$ cat config.mk
export PLATFORM = sky130hd
export DESIGN_NAME = tick_timer_unit
export DESIGN_NICKNAME = d
export VERILOG_FILES = /design/src/rtl/tmr_pkg.sv /design/src/rtl/tmr_sticky_flag.sv /design/src/rtl/tmr_down_counter.sv /design/src/rtl/tick_timer_unit.sv
export SDC_FILE = /design/constraint.sdc
export NUM_CORES = 1
export LEC_CHECK = 0
export ABC_AREA = 1
export CORE_MARGIN = 1.5
export CORE_UTILIZATION = 50
export CTS_CLUSTER_DIAMETER = 200
export DETAILED_ROUTE_END_ITERATION = 10
export GPL_TIMING_DRIVEN = 0
export PLACE_DENSITY = 0.71
export RECOVER_POWER = 100
export SYNTH_ARGS = -nofsm -noshare
export SYNTH_HDL_FRONTEND = slang
export SYNTH_SLANG_ARGS = --single-unit
export TNS_END_PERCENT = 10
$ cat constraint.sdc
create_clock -name clk -period 1.8 [get_ports clk]
set_input_delay 0.45 -clock clk [delete_from_list [all_inputs] [get_ports clk]]
set_output_delay 0.45 -clock clk [all_outputs]
set_load 0.02 [all_outputs]
$ cat src/rtl/tmr_pkg.sv
package tmr_pkg;
   typedef enum logic [1:0] {
      CNT_IDLE  = 2'd0,
      CNT_ARMED = 2'd1,
      CNT_RUN   = 2'd2
   } cnt_state_e;

   localparam logic [1:0] CMD_LATCH = 2'b00;
   localparam logic [1:0] CMD_STOP  = 2'b01;
   localparam logic [1:0] CMD_RATE  = 2'b10;

   localparam int NUM_CNT   = 3;
   localparam int NUM_FLAG  = 2;
   localparam int PRE_IDX   = 2;
   localparam int ADDR_CTRL = 3;
   localparam int ADDR_CLR  = 4;
endpackage

$ cat src/rtl/tmr_sticky_flag.sv
module tmr_sticky_flag (
   input  logic clk,
   input  logic rst_n,
   input  logic set,
   input  logic clr,
   output logic q
);
   always_ff @(posedge clk or negedge rst_n) begin
      if (!rst_n)   q <= 1'b0;
      else if (set) q <= 1'b1;
      else if (clr) q <= 1'b0;
   end
endmodule

$ cat src/rtl/tmr_down_counter.sv
module tmr_down_counter
   import tmr_pkg::*;
#(
   parameter int CNT_W = 16
) (
   input  logic       clk,
   input  logic       rst_n,
   input  logic       adv,
   input  logic       ctl_wr,
   input  logic [1:0] ctl_cmd,
   input  logic       data_wr,
   input  logic [7:0] data_byte,
   input  logic       rd_strobe,
   output logic       pulse,
   output logic [7:0] rd_byte
);
   localparam int NB = CNT_W / 8;
   localparam int PW = (NB > 1) ? $clog2(NB) : 1;

   cnt_state_e        state;
   logic [CNT_W-1:0]  count;
   logic [CNT_W-1:0]  reload;
   logic [CNT_W-1:0]  snap;
   logic [CNT_W-1:0]  view;
   logic [CNT_W-9:0]  stage;
   logic [PW-1:0]     wr_ptr;
   logic [PW-1:0]     rd_ptr;
   logic              held;
   logic              ctl_halt;
   logic              last_byte;
   logic              load_now;
   logic              run_step;

   assign ctl_halt  = ctl_wr && (ctl_cmd == CMD_STOP || ctl_cmd == CMD_RATE);
   assign last_byte = (wr_ptr == PW'(NB - 1));
   assign load_now  = data_wr && (state != CNT_IDLE) && last_byte && !ctl_halt;
   assign run_step  = (state == CNT_RUN) && adv && !ctl_halt && !load_now;
   assign pulse     = run_step && (count == CNT_W'(2));

   always_ff @(posedge clk or negedge rst_n) begin
      if (!rst_n) begin
         state  <= CNT_IDLE;
         count  <= '0;
         reload <= '0;
         stage  <= '0;
         wr_ptr <= '0;
      end else if (ctl_halt) begin
         if (ctl_cmd == CMD_STOP) begin
            state <= CNT_IDLE;
         end else begin
            state  <= CNT_ARMED;
            wr_ptr <= '0;
         end
      end else if (data_wr && state != CNT_IDLE) begin
         if (last_byte) begin
            reload <= {data_byte, stage};
            count  <= {data_byte, stage};
            state  <= CNT_RUN;
            wr_ptr <= '0;
         end else begin
            stage[8*int'(wr_ptr) +: 8] <= data_byte;
            wr_ptr <= wr_ptr + PW'(1);
         end
      end else if (run_step) begin
         count <= (count == CNT_W'(1)) ? reload : count - CNT_W'(1);
      end
   end

   always_ff @(posedge clk or negedge rst_n) begin
      if (!rst_n) begin
         held   <= 1'b0;
         snap   <= '0;
         rd_ptr <= '0;
      end else if (ctl_wr && ctl_cmd == CMD_LATCH) begin
         held   <= 1'b1;
         snap   <= count;
         rd_ptr <= '0;
      end else if (rd_strobe) begin
         if (rd_ptr == PW'(NB - 1)) begin
            rd_ptr <= '0;
            held   <= 1'b0;
         end else begin
            rd_ptr <= rd_ptr + PW'(1);
         end
      end
   end

   assign view    = held ? snap : count;
   assign rd_byte = view[8*int'(rd_ptr) +: 8];
endmodule

$ cat src/rtl/tick_timer_unit.sv
module tick_timer_unit
   import tmr_pkg::*;
#(
   parameter int CNT_W  = 16,
   parameter int ADDR_W = 3
) (
   input  logic              clk,
   input  logic              rst_n,
   input  logic              master_en,
   input  logic              wr_en,
   input  logic [ADDR_W-1:0] wr_addr,
   input  logic [7:0]        wr_data,
   input  logic              rd_en,
   input  logic [ADDR_W-1:0] rd_addr,
   output logic [7:0]        rd_data,
   output logic              irq_tick,
   output logic              irq_wrap
);
   if (CNT_W < 16 || (CNT_W % 8) != 0) begin : g_bad_width
      $error("CNT_W must be a multiple of 8 and at least 16");
   end
   if (ADDR_W < 3) begin : g_bad_addr
      $error("ADDR_W must reach the clear register");
   end

   logic [NUM_CNT-1:0]  cnt_pulse;
   logic [NUM_FLAG-1:0] flag_q;
   logic [NUM_FLAG-1:0] clr_hit;
   logic [7:0]          rd_bytes [NUM_CNT];
   logic                ctl_hit;
   logic                clr_sel;

   assign ctl_hit = wr_en && (wr_addr == ADDR_W'(ADDR_CTRL));
   assign clr_sel = wr_en && (wr_addr == ADDR_W'(ADDR_CLR));

   for (genvar i = 0; i < NUM_CNT; i++) begin : g_cnt
      logic adv_i;
      if (i == PRE_IDX) begin : g_pre
         assign adv_i = master_en;
      end else begin : g_sub
         assign adv_i = cnt_pulse[PRE_IDX];
      end
      tmr_down_counter #(.CNT_W(CNT_W)) u_cnt (
         .clk       (clk),
         .rst_n     (rst_n),
         .adv       (adv_i),
         .ctl_wr    (ctl_hit && (wr_data[7:6] == 2'(i))),
         .ctl_cmd   (wr_data[5:4]),
         .data_wr   (wr_en && (wr_addr == ADDR_W'(i))),
         .data_byte (wr_data),
         .rd_strobe (rd_en && (rd_addr == ADDR_W'(i))),
         .pulse     (cnt_pulse[i]),
         .rd_byte   (rd_bytes[i])
      );
   end

   for (genvar j = 0; j < NUM_FLAG; j++) begin : g_flag
      assign clr_hit[j] = clr_sel && wr_data[j];
      tmr_sticky_flag u_flag (
         .clk   (clk),
         .rst_n (rst_n),
         .set   (cnt_pulse[j]),
         .clr   (clr_hit[j]),
         .q     (flag_q[j])
      );
   end

   always_comb begin
      rd_data = '0;
      for (int k = 0; k < NUM_CNT; k++) begin
         if (rd_addr == ADDR_W'(k)) rd_data = rd_bytes[k];
      end
   end

   assign irq_tick = flag_q[0];
   assign irq_wrap = flag_q[1];
endmodule

==> Word level (Yosys, flattened, before mapping) <==
Index checks and enable logic that the tools add are counted.
{ "word_totals": {"ram_bits": 0, "out_inout_bits": 10, "latchBits": 0, "reg_bits": 185, "word_cells": 230, "memories": 0, "rom_bits": 0, "inputBits": 19} }
{ "op_classes": {"reduce_logical": 89, "add_sub_neg": 12, "eq_ne": 25, "n_lt_le_gt_ge": 0, "shift": 9, "div_mod_pow": 0, "muxes": 63, "bitwise": 6, "n_mul": 0} }
{ "ops": {"columns": ["operator", "n"], "rows": [
  ["$mux W16", 15],
  ["$neg A4 Y33", 3],
  ["$shift A8 B33 Y8 const A", 3],
  ["$shiftx A8 B33 Y8", 3],
  ["$eq A16 B1 Y1 const B", 3],
  ["$eq A16 B2 Y1 const B", 3],
  ["$shiftx A16 B5 Y8", 3],
  ["$sub A16 B1 Y16 const B", 3],
  ["$logic_and A1 B1 Y1", 40],
  ["$reduce_bool A2 Y1", 20],
  ["$mux W1", 33],
  ["$reduce_and A3 Y1", 9],
  ["$bwmux W8", 3],
  ["$mux W8", 3],
  ["$mux W2", 9],
  ["$reduce_and A2 Y1", 9],
  ["$eq A2 B2 Y1 const B", 5],
  ["$eq A3 B2 Y1 const B", 3],
  ["$add A1 B1 Y1 const B", 6],
  ["$eq A3 B1 Y1 const B", 2],
  ["$logic_not A1 Y1", 6],
  ["$logic_not A3 Y1", 2],
  ["$ne A2 B1 Y1 const B", 3],
  ["$ne A2 B2 Y1 const B", 3],
  ["other kinds (5)", 12]
]} }

==> Logic depth before layout (Yosys ltp) <==
{ "depth": {"ltp_word": 14, "mapped_depth": 12, "ltp_nobuf": 12} }

==> By module <==
Synthesis repeated with hierarchy kept, for this count alone.
{ "hier_totals": {"cells_unflattened": 1419, "hier_area_um2": 10670.2} }
{ "by_module_without_submodules": {"columns": ["module", "instances", "cells_each", "area_per_inst_um2", "seq_area_each_um2"], "rows": [
  ["tmr_down_counter (g_cnt[0].u_cnt ...)", 2, 446, 3412.0, 1526.5],
  ["tmr_down_counter (g_cnt[2].u_cnt)", 1, 450, 3397.0, 1526.5],
  ["tick_timer_unit", 1, 67, 369.1, 0.0],
  ["tmr_sticky_flag", 2, 5, 40.0, 25.0]
]} }

==> Least setup slack after synthesis <==
OpenSTA, ideal clock, no wires.
{ "synth_timing": {"path_kind": "flip-flop to output port", "start": "register g_cnt[0].u_cnt.rd_ptr", "end": "output rd_data[0]", "t_arrival_ns": 1.336, "path_buffers": 1, "t_required_ns": 1.350, "setup_slack_ns": 0.014, "stages_incl_launch_ff": 8, "cell_sequence": "dfrtp_1 clkbuf_1 clkinv_1 a21oi_1 o21ai_0 nand2_1 nand2_1 nand3_1"} }
{ "synth_via": {"elab_chain_len": 4} }
{ "synth_lines": {"columns": ["item", "line", "rtl"], "rows": [
  ["from (decl)", "tmr_down_counter.sv:27", "logic [PW-1:0] rd_ptr;"],
  ["from (signal assigned)", "tmr_down_counter.sv:83", "rd_ptr <= rd_ptr + PW'(1);"],
  ["$shiftx A16 B5 Y8", "tmr_down_counter.sv:89", "assign rd_byte = view[8*int'(rd_ptr) +: 8];"],
  ["$mux W8 (3 in series)", "tick_timer_unit.sv:71", "if (rd_addr == ADDR_W'(k)) rd_data = rd_bytes[k];"],
  ["to (decl)", "tick_timer_unit.sv:15", "output logic [7:0] rd_data,"]
]} }
No other way between the ends.

==> Worst setup path after layout <==
{ "layout_timing": {"start": "register g_cnt[0].u_cnt.held", "end": "output rd_data[6]"} }
{ "layout_via": {"elab_chain_len": 5} }
{ "layout_lines": {"columns": ["item", "line", "rtl"], "rows": [
  ["from (decl)", "tmr_down_counter.sv:28", "logic held;"],
  ["from (signal assigned)", "tmr_down_counter.sv:71", "held <= 1'b0;"],
  ["from (signal assigned)", "tmr_down_counter.sv:75", "held <= 1'b1;"],
  ["from (signal assigned)", "tmr_down_counter.sv:81", "held <= 1'b0;"],
  ["$mux W16", "tmr_down_counter.sv:88", "assign view = held ? snap : count;"],
  ["$shiftx A16 B5 Y8", "tmr_down_counter.sv:89", null],
  ["$mux W8 (3 in series)", "tick_timer_unit.sv:71", null]
]} }
No other way between the ends.

==> impl_metrics.py <==
metrics = {
    "final_layout": {
        "final_nets": 1537,
        "multiInputGateArea_mm2": 0.005251,
        "final_common_cell": "nand2_1",
        "final_core_util_pct": 60.90,
        "syn2layout_area_growth_pct": 19.11,
        "fin_cells": 1790,
        "stdcell_area_mm2": 0.01232,
        "diodes": 0,
        "nFillCells": 1835,
        "mostFrequentLayoutCells": "424 x nand2_1, 175 x dfrtp_1, 148 x o21ai_0",
        "drive_gt1_share_pct": 17.17,
        "seq_area_mm2": 0.004642,
    },
    "hold_path": {
        "whs_endpoint": "g_cnt[2].u_cnt.reload[13]",
        "hp-class": "input port to register",
        "min_path_cells": 3,
        "hold_start": "wr_data[5]",
    },
    "floorplan": {
        "fp.dieH_um": 146.8,
        "rows": 52,
        "dieArea_mm2": 0.02156,
        "die_w_um": 146.8,
        "design.core.area_mm2": 0.02023,
        "top_level_ports": 29,
        "start_util_pct": 51.13,
    },
    "yosys": {
        "synth-async-reset-ratio_pct": 100.0,
        "syn_area_per_cell_um2": 7.214,
        "synthesis.area_mm2": 0.01034,
        "ys.flop_type": "dfrtp_1",
        "synthCells": 1434,
        "ys_seq_area_share_pct": 44.75,
        "synthDistinctLibCells": 39,
        "synth_seq_cells": 185,
        "synth_edf_count": 0,
        "yosysWarnings": 0,
        "synth_nets": 1464,
    },
    "detailed_routing": {
        "drt_first_pass_iters": 5,
        "routedWlPerCell_um": 17.15,
        "drt-total-wl_mm": 30.70,
        "routed_via_density": 5.574,
        "vias": 9977,
        "drt_first_iter_violations": 831,
        "ant_nets": 0,
        "drc": 0,
    },
    "critical_path": {
        "crit_family": "flip-flops",
        "crit_slowest_cell": "dfrtp_1",
        "rr_endpoint": "g_cnt[2].u_cnt.count[9]",
        "arrival_ns": 1.67,
        "critPathMaxFanout": 6,
        "crit_buf_inv": 3,
        "worst-setup-path-type": "register to primary output",
        "worst_setup_path_end_kind": "primary output",
        "path_cells": "inv_4, buf_8, a21oi_2, o21ai_1, nand2_1, nand2_2, nand3_2, buf_6",
        "r2r_cells": 10,
        "critPathMaxStageDelay_ns": 0.41,
        "startpoint": "g_cnt[0].u_cnt.held",
        "required_ns": 1.35,
        "timing.rr.start": "g_cnt[2].u_cnt.state[1]",
        "cp.depth": 8,
        "reg2reg_slack_ns": -0.08,
        "start_kind": "register",
    },
    "timing": {
        "max_slew_margin_pct": 30.90,
        "fin_ws_ns": -0.3240,
        "hold_violations": 0,
        "post-route-period-util_pct": 118.0,
        "final-setup-viol-count": 96,
        "max_clock_freq_ghz": 0.4708,
        "rsz0062_at_grt": "true",
        "finalClockSkew_ns": 0.01162,
        "holdWs_ns": 0.3773,
        "min_period_ns": 2.124,
        "slew_viol_final": 0,
        "tightest_slew_ns": 1.036,
    },
    "global_route": {
        "grt_start_max_net_pins": 118,
        "grt_pass1_wl_mm": 49.63,
        "grt_use_total_pct": 29.31,
        "grt_antenna_before_repair": 0,
        "grt_pass1_vias": 9325,
        "overflow": 0,
    },
    "clocking": {
        "cts_sinks": 185,
        "path_clk_slew_ns": 0.08,
        "clk_latency_ns": 0.45,
        "cts_made_buffers": 17,
        "clockBufferDepth": 2,
        "cts_tree": "done",
        "htree_levels": 4,
        "clockRootBuffer": "clkbuf_16",
    },
    "outcome": {
        "failed_checks": "setup timing",
        "status": "complete, but fails checks",
    },
    "placed_design": {
        "port_buffers": 28,
        "dpl.hpwl_mm": 21.95,
        "dp.cells": 1733,
        "gp_congestion": 0.9763,
        "placed_cell_area_mm2": 0.01100,
    },
    "pwr": {
        "p_leak_nw": 6.099,
        "vdd_drop_max_v": 0.0006800,
        "power.density_mw_per_mm2": 1427,
    },
    "job": {
        "maxCapViolations": 0,
    },
}
-- Yosys cell counts, types with 8 or more instances --
cell type,instances,area share (%)
nor2_1,121,4.4
nand3_1,151,7.3
o21ai_0,183,8.9
clkbuf_1,36,1.3
buf_2,13,0.63
a21oi_1,66,3.2
ha_1,11,1.3
or2_2,10,0.60
o21ai_1,12,0.58
nand4_1,8,0.48
nand2_1,438,16
inv_2,9,0.33
inv_1,121,4.4
dfrtp_1,185,45
-- cells by family after synthesis --
family	Yosys count	share of synthesized area [%]
adder cells (fa/ha/maj)	11	1.330
buffers and inverters	193	7.729
multiplexers	6	0.6531
AND/OR/NAND/NOR	754	31.17
AO/OA/AOI/OAI	278	13.78
flip-flops	185	44.75
XOR/XNOR	7	0.5927
-- per-stage QoR --
| step | TNS, ns | power [mW] | setup slack [ns] |
|---|---|---|---|
| floorplan | 0 | 10.56 | 0.01362 |
| global placement | -1535.39 | 12.32 | -7.514 |
| detailed placement | -155.03 | 12.48 | -1.178 |
| CTS | -2.699 | 16.88 | -0.3243 |
| global route | -49.61 | 18.84 | -0.3974 |
| finish | -4.798 | 17.58 | -0.3240 |
-- flip-flops by register name, indices dropped and copies added, names as in the netlist --
| signal | flops |
|---|---|
| g_cnt.u_cnt.state | 6 |
| g_cnt.u_cnt.stage | 24 |
| g_cnt.u_cnt.held | 3 |
| g_flag.u_flag.q | 2 |
| g_cnt.u_cnt.rd_ptr | 3 |
| g_cnt.u_cnt.reload | 48 |
| g_cnt.u_cnt.count | 48 |
| g_cnt.u_cnt.snap | 48 |
| g_cnt.u_cnt.last_byte | 3 |
-- cell type report --
class / instances / share of cell area (%)
Clock buffer: 17 / 3.452
Timing Repair Buffer: 57 / 4.285
Buffer: 56 / 3.381
Inverter: 134 / 4.346
Tap cell: 270 / 2.742
Sequential cell: 185 / 37.67
Clock inverter: 15 / 1.503
Multi-Input combinational cell: 1056 / 42.62
-- routing by layer --
layer | vias up | part of all wire [%] | GRT usage [%]
li1 | 4827 | - | -
met1 | 4722 | 46 | 42.55
met2 | 362 | 45 | 44.72
met3 | 66 | 7.0 | 4.845
met4 | 0 | 2.7 | 9.596
met5 | - | 0 | 0
-- tightest hold or removal path, cell delays in order --
cell and delay [ns]:
clkbuf_4 0.19, nand2_1 0.06, o21ai_0 0.07
-- worst max-delay path by stage --
| stage | endpoint | slack, ns |
|---|---|---|
| global placement | g_cnt[2].u_cnt.snap[2] | -7.51 |
| floorplan | rd_data[0] | 0.01 |
| detailed placement | g_cnt[1].u_cnt.count[7] | -1.18 |
| global route | rd_data[1] | -0.40 |
| finish | rd_data[6] | -0.32 |
| CTS | rd_data[4] | -0.32 |
-- where the power goes --
part,internal (mW),switching [mW]
sequential,5.13,1.01
combinational,2.74,4.77
clock,2.11,1.82
-- timing repair --
| item | 4_1_cts | 5_1_grt |
|---|---|---|
| hold endpoints to repair | 21 | 0 |
| gates cloned | 2 | 1 |
| pin swaps | 12 | 33 |
| setup buffers | 14 | 10 |
| gates resized for setup | 197 | 107 |
| setup endpoints to repair | 180 | 162 |
| hold buffers | 1 | 0 |
Power figures use the tool's default switching activity.
